### config.mk
export PLATFORM = sky130hd
export DESIGN_NAME = ext_master_frontend
export DESIGN_NICKNAME = d
export VERILOG_FILES = /design/src/rtl/ext_mst_pkg.sv /design/src/rtl/ext_bank_match.sv /design/src/rtl/ext_as_sync.sv /design/src/rtl/ext_burst_addr.sv /design/src/rtl/ext_master_frontend.sv
export SDC_FILE = /design/constraint.sdc
export NUM_CORES = 1
export LEC_CHECK = 0
export BUFFER_PORTS_ARGS = -buffer_cell sky130_fd_sc_hd__buf_2
export CAP_MARGIN = 20
export CELL_PAD_IN_SITES_DETAIL_PLACEMENT = 1
export CELL_PAD_IN_SITES_GLOBAL_PLACEMENT = 1
export CORE_AREA = 2 2 152 95
export DETAILED_ROUTE_END_ITERATION = 10
export DIE_AREA = 0 0 154 97
export GPL_TIMING_DRIVEN = 0
export PLACE_DENSITY = 0.88
export SLEW_MARGIN = 20
export SYNTH_ARGS = -nofsm -noshare
export SYNTH_HDL_FRONTEND = slang
export SYNTH_HIERARCHICAL = 1
export SYNTH_SLANG_ARGS = --single-unit
### constraint.sdc
create_clock -name clk_i -period 1.75 [get_ports clk_i]
set_clock_uncertainty 0.05 [all_clocks]
set_input_delay 0.0875 -clock clk_i [delete_from_list [all_inputs] [get_ports clk_i]]
set_output_delay 0.0875 -clock clk_i [all_outputs]
set_load 0.1 [all_outputs]
### src/rtl/ext_mst_pkg.sv
package ext_mst_pkg;
  localparam logic [2:0] ATTR_EXT = 3'b100;
  localparam int ATTR_W = 3;
  localparam int BA_W   = 3;
  localparam int BA_LSB = 1;
  localparam int BEAT_W = BA_W - 1;

  typedef enum logic [1:0] {
    ST_IDLE,
    ST_SYNC,
    ST_ASYNC
  } xfer_st_e;
endpackage

### src/rtl/ext_bank_match.sv
module ext_bank_match
  import ext_mst_pkg::*;
#(
  parameter int AW    = 32,
  parameter int NBANK = 4
) (
  input  logic [AW-1:0]                 addr_i,
  input  logic [ATTR_W-1:0]             attr_i,
  input  logic [NBANK-1:0]              bank_valid_i,
  input  logic [NBANK-1:0][AW-1:0]      bank_base_i,
  input  logic [NBANK-1:0][AW-1:0]      bank_mask_i,
  input  logic [NBANK-1:0][ATTR_W-1:0]  bank_attr_i,
  output logic [NBANK-1:0]              sel_o,
  output logic                          hit_o
);
  logic [NBANK-1:0] raw;

  for (genvar g = 0; g < NBANK; g++) begin : g_bank
    assign raw[g] = bank_valid_i[g]
                 && (((addr_i ^ bank_base_i[g]) & bank_mask_i[g]) == '0)
                 && (attr_i == bank_attr_i[g]);
  end

  // isolate lowest set bit: bank 0 has priority
  assign sel_o = raw & (~raw + {{(NBANK-1){1'b0}}, 1'b1});
  assign hit_o = |raw;
endmodule

### src/rtl/ext_as_sync.sv
module ext_as_sync (
  input  logic clk_i,
  input  logic rst_ni,
  input  logic as_i,
  output logic lvl_o,
  output logic rise_o
);
  logic s1_q, s2_q, s3_q;

  always_ff @(posedge clk_i or negedge rst_ni) begin
    if (!rst_ni) begin
      s1_q <= 1'b0;
      s2_q <= 1'b0;
      s3_q <= 1'b0;
    end else begin
      s1_q <= as_i;
      s2_q <= s1_q;
      s3_q <= s2_q;
    end
  end

  assign lvl_o  = s2_q;
  assign rise_o = s2_q & ~s3_q;
endmodule

### src/rtl/ext_burst_addr.sv
module ext_burst_addr
  import ext_mst_pkg::*;
(
  input  logic              int_own_i,
  input  logic              ext_act_i,
  input  logic [BA_W-1:0]   addr_fld_i,
  input  logic [BA_W-1:0]   start_fld_i,
  input  logic [BEAT_W-1:0] beat_i,
  output logic [BA_W-1:0]   baddr_o
);
  logic [BEAT_W-1:0] wrap;
  logic [BA_W-1:0]   seq;

  assign wrap = start_fld_i[BA_W-1 -: BEAT_W] + beat_i;
  assign seq  = {wrap, start_fld_i[BA_W-BEAT_W-1:0]};

  always_comb begin
    if (int_own_i || !ext_act_i) baddr_o = addr_fld_i;
    else                         baddr_o = seq;
  end
endmodule

### src/rtl/ext_master_frontend.sv
module ext_master_frontend
  import ext_mst_pkg::*;
#(
  parameter int AW     = 32,
  parameter int NBANK  = 4,
  parameter int WAIT_W = 2
) (
  input  logic                          clk_i,
  input  logic                          rst_ni,
  input  logic                          sync_en_i,
  input  logic                          async_en_i,
  input  logic [WAIT_W-1:0]             wait_cnt_i,
  input  logic [NBANK-1:0]              bank_valid_i,
  input  logic [NBANK-1:0][AW-1:0]      bank_base_i,
  input  logic [NBANK-1:0][AW-1:0]      bank_mask_i,
  input  logic [NBANK-1:0][ATTR_W-1:0]  bank_attr_i,
  input  logic                          ts_i,
  input  logic                          as_i,
  input  logic [AW-1:0]                 addr_i,
  input  logic                          wr_i,
  input  logic                          burst_i,
  input  logic                          int_own_i,
  output logic [NBANK-1:0]              cs_o,
  output logic                          we_o,
  output logic                          oe_o,
  output logic                          ta_o,
  output logic [BA_W-1:0]               baddr_o
);
  localparam logic [BEAT_W-1:0] LAST_BEAT = {BEAT_W{1'b1}};

  xfer_st_e          state_q;
  logic [NBANK-1:0]  sel_q, sel;
  logic              hit, wr_q, burst_q;
  logic [WAIT_W-1:0] cnt_q, wait_q;
  logic [BEAT_W-1:0] beat_q;
  logic [BA_W-1:0]   start_q;
  logic              as_lvl, as_rise;
  logic              sync_go, async_go, sync_act, async_on, xfer_on;

  ext_bank_match #(.AW(AW), .NBANK(NBANK)) u_match (
    .addr_i      (addr_i),
    .attr_i      (ATTR_EXT),
    .bank_valid_i(bank_valid_i),
    .bank_base_i (bank_base_i),
    .bank_mask_i (bank_mask_i),
    .bank_attr_i (bank_attr_i),
    .sel_o       (sel),
    .hit_o       (hit)
  );

  ext_as_sync u_as_sync (
    .clk_i (clk_i),
    .rst_ni(rst_ni),
    .as_i  (as_i),
    .lvl_o (as_lvl),
    .rise_o(as_rise)
  );

  assign sync_go  = (state_q == ST_IDLE) && sync_en_i && ts_i && hit;
  assign async_go = (state_q == ST_IDLE) && async_en_i && as_rise && hit && !sync_go;

  always_ff @(posedge clk_i or negedge rst_ni) begin
    if (!rst_ni) begin
      state_q <= ST_IDLE;
      sel_q   <= '0;
      wr_q    <= 1'b0;
      burst_q <= 1'b0;
      cnt_q   <= '0;
      wait_q  <= '0;
      beat_q  <= '0;
      start_q <= '0;
    end else begin
      unique case (state_q)
        ST_IDLE: begin
          if (sync_go || async_go) begin
            state_q <= sync_go ? ST_SYNC : ST_ASYNC;
            sel_q   <= sel;
            wr_q    <= wr_i;
            burst_q <= sync_go & burst_i;
            cnt_q   <= sync_go ? wait_cnt_i : '0;
            wait_q  <= wait_cnt_i;
            beat_q  <= '0;
            start_q <= addr_i[BA_LSB +: BA_W];
          end
        end
        ST_SYNC: begin
          if (cnt_q != '0) begin
            cnt_q <= cnt_q - 1'b1;
          end else if (burst_q && beat_q != LAST_BEAT) begin
            beat_q <= beat_q + 1'b1;
            cnt_q  <= wait_q;
          end else begin
            state_q <= ST_IDLE;
          end
        end
        ST_ASYNC: begin
          if (!as_lvl) state_q <= ST_IDLE;
        end
        default: state_q <= ST_IDLE;
      endcase
    end
  end

  // async outputs drop with the synchronized strobe, not a cycle later
  assign sync_act = (state_q == ST_SYNC);
  assign async_on = (state_q == ST_ASYNC) && as_lvl;
  assign xfer_on  = sync_act || async_on;

  assign cs_o = xfer_on ? sel_q : '0;
  assign we_o = xfer_on && wr_q;
  assign oe_o = xfer_on && !wr_q;
  assign ta_o = (sync_act && cnt_q == '0) || async_on;

  ext_burst_addr u_baddr (
    .int_own_i  (int_own_i),
    .ext_act_i  (state_q != ST_IDLE),
    .addr_fld_i (addr_i[BA_LSB +: BA_W]),
    .start_fld_i(start_q),
    .beat_i     (beat_q),
    .baddr_o    (baddr_o)
  );

  AST_SYNC_DISABLED: assert property (@(posedge clk_i) disable iff (!rst_ni)
    (state_q == ST_IDLE && !sync_en_i && !(async_en_i && as_rise)) |=> state_q == ST_IDLE);
  AST_TA_ONE_CYCLE: assert property (@(posedge clk_i) disable iff (!rst_ni)
    (sync_act && ta_o && !burst_q) |=> !ta_o);
  AST_CS_ONEHOT: assert property (@(posedge clk_i) disable iff (!rst_ni)
    $onehot0(cs_o));
  AST_TA_NEEDS_CS: assert property (@(posedge clk_i) disable iff (!rst_ni)
    ta_o |-> (cs_o != '0));
  AST_ASYNC_NEGATE: assert property (@(posedge clk_i) disable iff (!rst_ni)
    (state_q == ST_ASYNC && $fell(as_lvl)) |-> (!ta_o && cs_o == '0 && !we_o && !oe_o));
  AST_FIRST_BEAT: assert property (@(posedge clk_i) disable iff (!rst_ni)
    (sync_act && beat_q == '0 && !int_own_i) |-> baddr_o == addr_i[BA_LSB +: BA_W]);
  AST_EN_EXCL: assert property (@(posedge clk_i) disable iff (!rst_ni)
    !(we_o && oe_o));
endmodule

==> out/results.ini <==
[clock_tree]
cts.sinks = 20
numCtsBuffers = 3
clock_latency_ns = 0.26
htreeDepth = 1
path_clk_slew_ns = 0.06
clockRootBuffer = clkbuf_16
cts_tree = done
cts_max_path_buffers = 2

[detailed_routing]
drt_iter0_drc = 202
dr.pass1.iters = 4
ant_nets = 0
vias = 4028
drc = 0
wire_per_inst_um = 20.9
drt_wl_total_um = 17800
viasPerCell = 4.74

[critical_path]
critical_path_class = input port to flop
cp-end-kind = flop
worstPathMaxFanout = 4
critPathLaunchType = input port
crit_arrival_ns = 2.44
cp.required_ns = 1.83

[floorplan]
die_y_um = 97
initial_core_util_pct = 22.7
core_area_um2 = 13400
dieArea_um2 = 14900
die_x_um = 154
rows = 33
io_pins = 325

[yosys]
yosysTopAreaCell = xor2_1
ys_async_sr_fraction_pct = 100
synth_area_um2 = 3050
synth_cells = 326
yosysWarnings = 6
synth_top_cell_area_share_pct = 36.8
yosysSeqAreaShare_pct = 16.4
ys_top_cells_by_area = xor2_1 (37%), dfrtp_1 (16%), a22oi_1 (6.9%), a22o_1 (5.7%), a221oi_1 (4.3%)
synth.avg_cell_area_um2 = 9.36
synth_edf_count = 0
ys.flop_type = dfrtp_1
ys_seq_elements = 20
netlist-cell-type-count = 43
yosysMostFrequentCell = xor2_1
synth_common_cells = xor2_1 (128), a22oi_1 (28), a22o_1 (20), dfrtp_1 (20), a221oi_1 (15)

[power_and_ir_drop]
p_leak_nw = 2.85
swShare_pct = 32.8
power.density_nw_per_um2 = 403
p_seq_share_pct = 21.9
switching_power_uw = 706
p_int_mw = 1.45
ir_drop_v = 0.000296
p_comb_share_pct = 48.7
pwr-share-clk_pct = 29.4
p_total_mw = 2.15

[sta]
period_share_pct = 135
fmax_mhz = 425
final.setup.tns_ns = -9.25
finalWorstSetupSlack_ns = -0.605
fin_crit_ns = 2.35
setup_viol = 19
hold_ws_ns = 0.0138
rsz0062_at_grt = true
report.final.slew_viol_count = 0
hold_viol_final = 0

[place]
place_ws_ns = -1.09
placed_cells = 832
port_buffers = 324
dpl_cell_area_um2 = 4940
place_congestion = 0.923
dp_hpwl_um = 15800

[grt]
grt_max_degree = 21
antenna_found_initial = 2
grt_use_total_pct = 23.1
grt_pass1_wl_um = 26100
grt_pass1_vias = 4491
gr-total-overflow = 0

[run]
drv_cap = 0

[layout]
area_delta_synth_final_pct = 75.3
layoutNonFillerInstCount = 850
antenna_cells = 0
drive_gt1_share_pct = 56.4
fin_util_pct = 39.8
design_area_um2 = 5350
nets = 993

[run_status]
status = complete, but fails checks
violations = negative setup slack

[min_path]
min_path_type = input port to flop

cell families (layout without fill, tap and decap cells):
| logic type | Yosys count | count (layout) | synth area share (%) |
|---|---|---|---|
| muxes | 15 | 15 | 6.36 |
| xor gates and xnor gates | 141 | 141 | 41.5 |
| and+or+nand+nor | 61 | 61 | 11.9 |
| buffers and inverters | 7 | 349 | 1.64 |
| adders and majority gates | 2 | 2 | 0.820 |
| DFF | 20 | 20 | 16.4 |
| AOI/OAI and AO/OA | 78 | 78 | 21.1 |
| other | 2 | 9 | 0.246 |
worst max-delay path, cell delays in order:
cell      delay [ns]
buf_2           0.17
xor2_1          0.18
a22o_1          0.21
a221oi_2        0.23
nand3_2         0.10
or4_4           0.55
nand4b_1        0.14
buf_4           0.14
buf_6           0.09
nand3b_1        0.09
a21o_1          0.19
mux2_4          0.26
final timing paths:
| kind | endpoint | slack [ns] | from | cells past startpoint |
|---|---|---|---|---|
| max | beat_q[0] | -0.60 | addr_i[10] | 12 |
| min | wr_q | 0.01 | wr_i | 2 |
| max reg2reg | start_q[1] | 0.09 | u_as_sync/lvl_o | 6 |
| min reg2reg | u_as_sync/lvl_o | 0.31 | u_as_sync/s1_q | 0 |
| max in group asynchronous | state_q[0] | 1.06 | rst_ni | 2 |
| min in group asynchronous | wait_q[1] | 0.25 | rst_ni | 2 |
power by group through the flow:
stage	logic, mW	registers, mW	clock network, mW
floorplan	0.413	0.478	0
global placement	0.987	0.479	0
detailed placement	1.02	0.480	0
CTS	1.05	0.471	0.640
global route	1.14	0.472	0.676
finish	1.05	0.472	0.633
timing repair:
| action | 4_1_cts | 5_1_grt |
|---|---|---|
| setup buffers | 12 | 2 |
| hold buffers | 2 | 0 |
| resized for setup | 39 | 13 |
| pin swaps | 10 | 9 |
| setup endpoints to repair | 27 | 26 |
| gates cloned | 1 | 0 |
| endpoints found under the hold margin | 21 | 0 |
placed cells by master (no fill, tap or decap), drive strengths merged, types with 6 or more instances in the layout:
cell type  netlist  routed
mux2            14      14
buf              2     339
xor2           130     130
and3             8       8
nor2             6       6
a22oi           28      28
a221oi          18      18
a22o            20      20
and2             6       6
dfrtp           20      20
nand2           14      14
xnor2           10      10
conb             2       9
final cells by class:
cell class	count	area [µm²]
Fill cell	1724	8070
Multi-Input combinational cell	306	2610
Timing Repair Buffer	340	1880
Sequential cell	20	503
Tap cell	175	219
Clock buffer	3	75.1
Clock inverter	1	30.0
Buffer	2	15.0
Inverter	3	11.3
layer usage:
| layer | vias to the layer above | wire length [µm] | part of all wire (%) | track usage (%) |
|---|---|---|---|---|
| met1 | 1902 | 7150 | 40 | 28.1 |
| met2 | 204 | 8700 | 49 | 41.2 |
| met4 | 2 | 308 | 1.7 | 4.24 |
| met3 | 28 | 1580 | 8.9 | 6.27 |
| li1 | 1892 | - | - | - |
| met5 | - | 13 | 0.073 | 0 |
state kept, by name, summed over array words and instances, names as in the netlist:
| register | flops |
|---|---|
| beat_q | 2 |
| burst_q | 1 |
| cnt_q | 2 |
| sel_q | 4 |
| start_q | 3 |
| state_q | 2 |
| u_as_sync/lvl_o | 1 |
| u_as_sync/s1_q | 1 |
| u_as_sync/s3_q | 1 |
| wait_q | 2 |
| wr_q | 1 |
No activity file was read; power rests on OpenSTA's default activity.
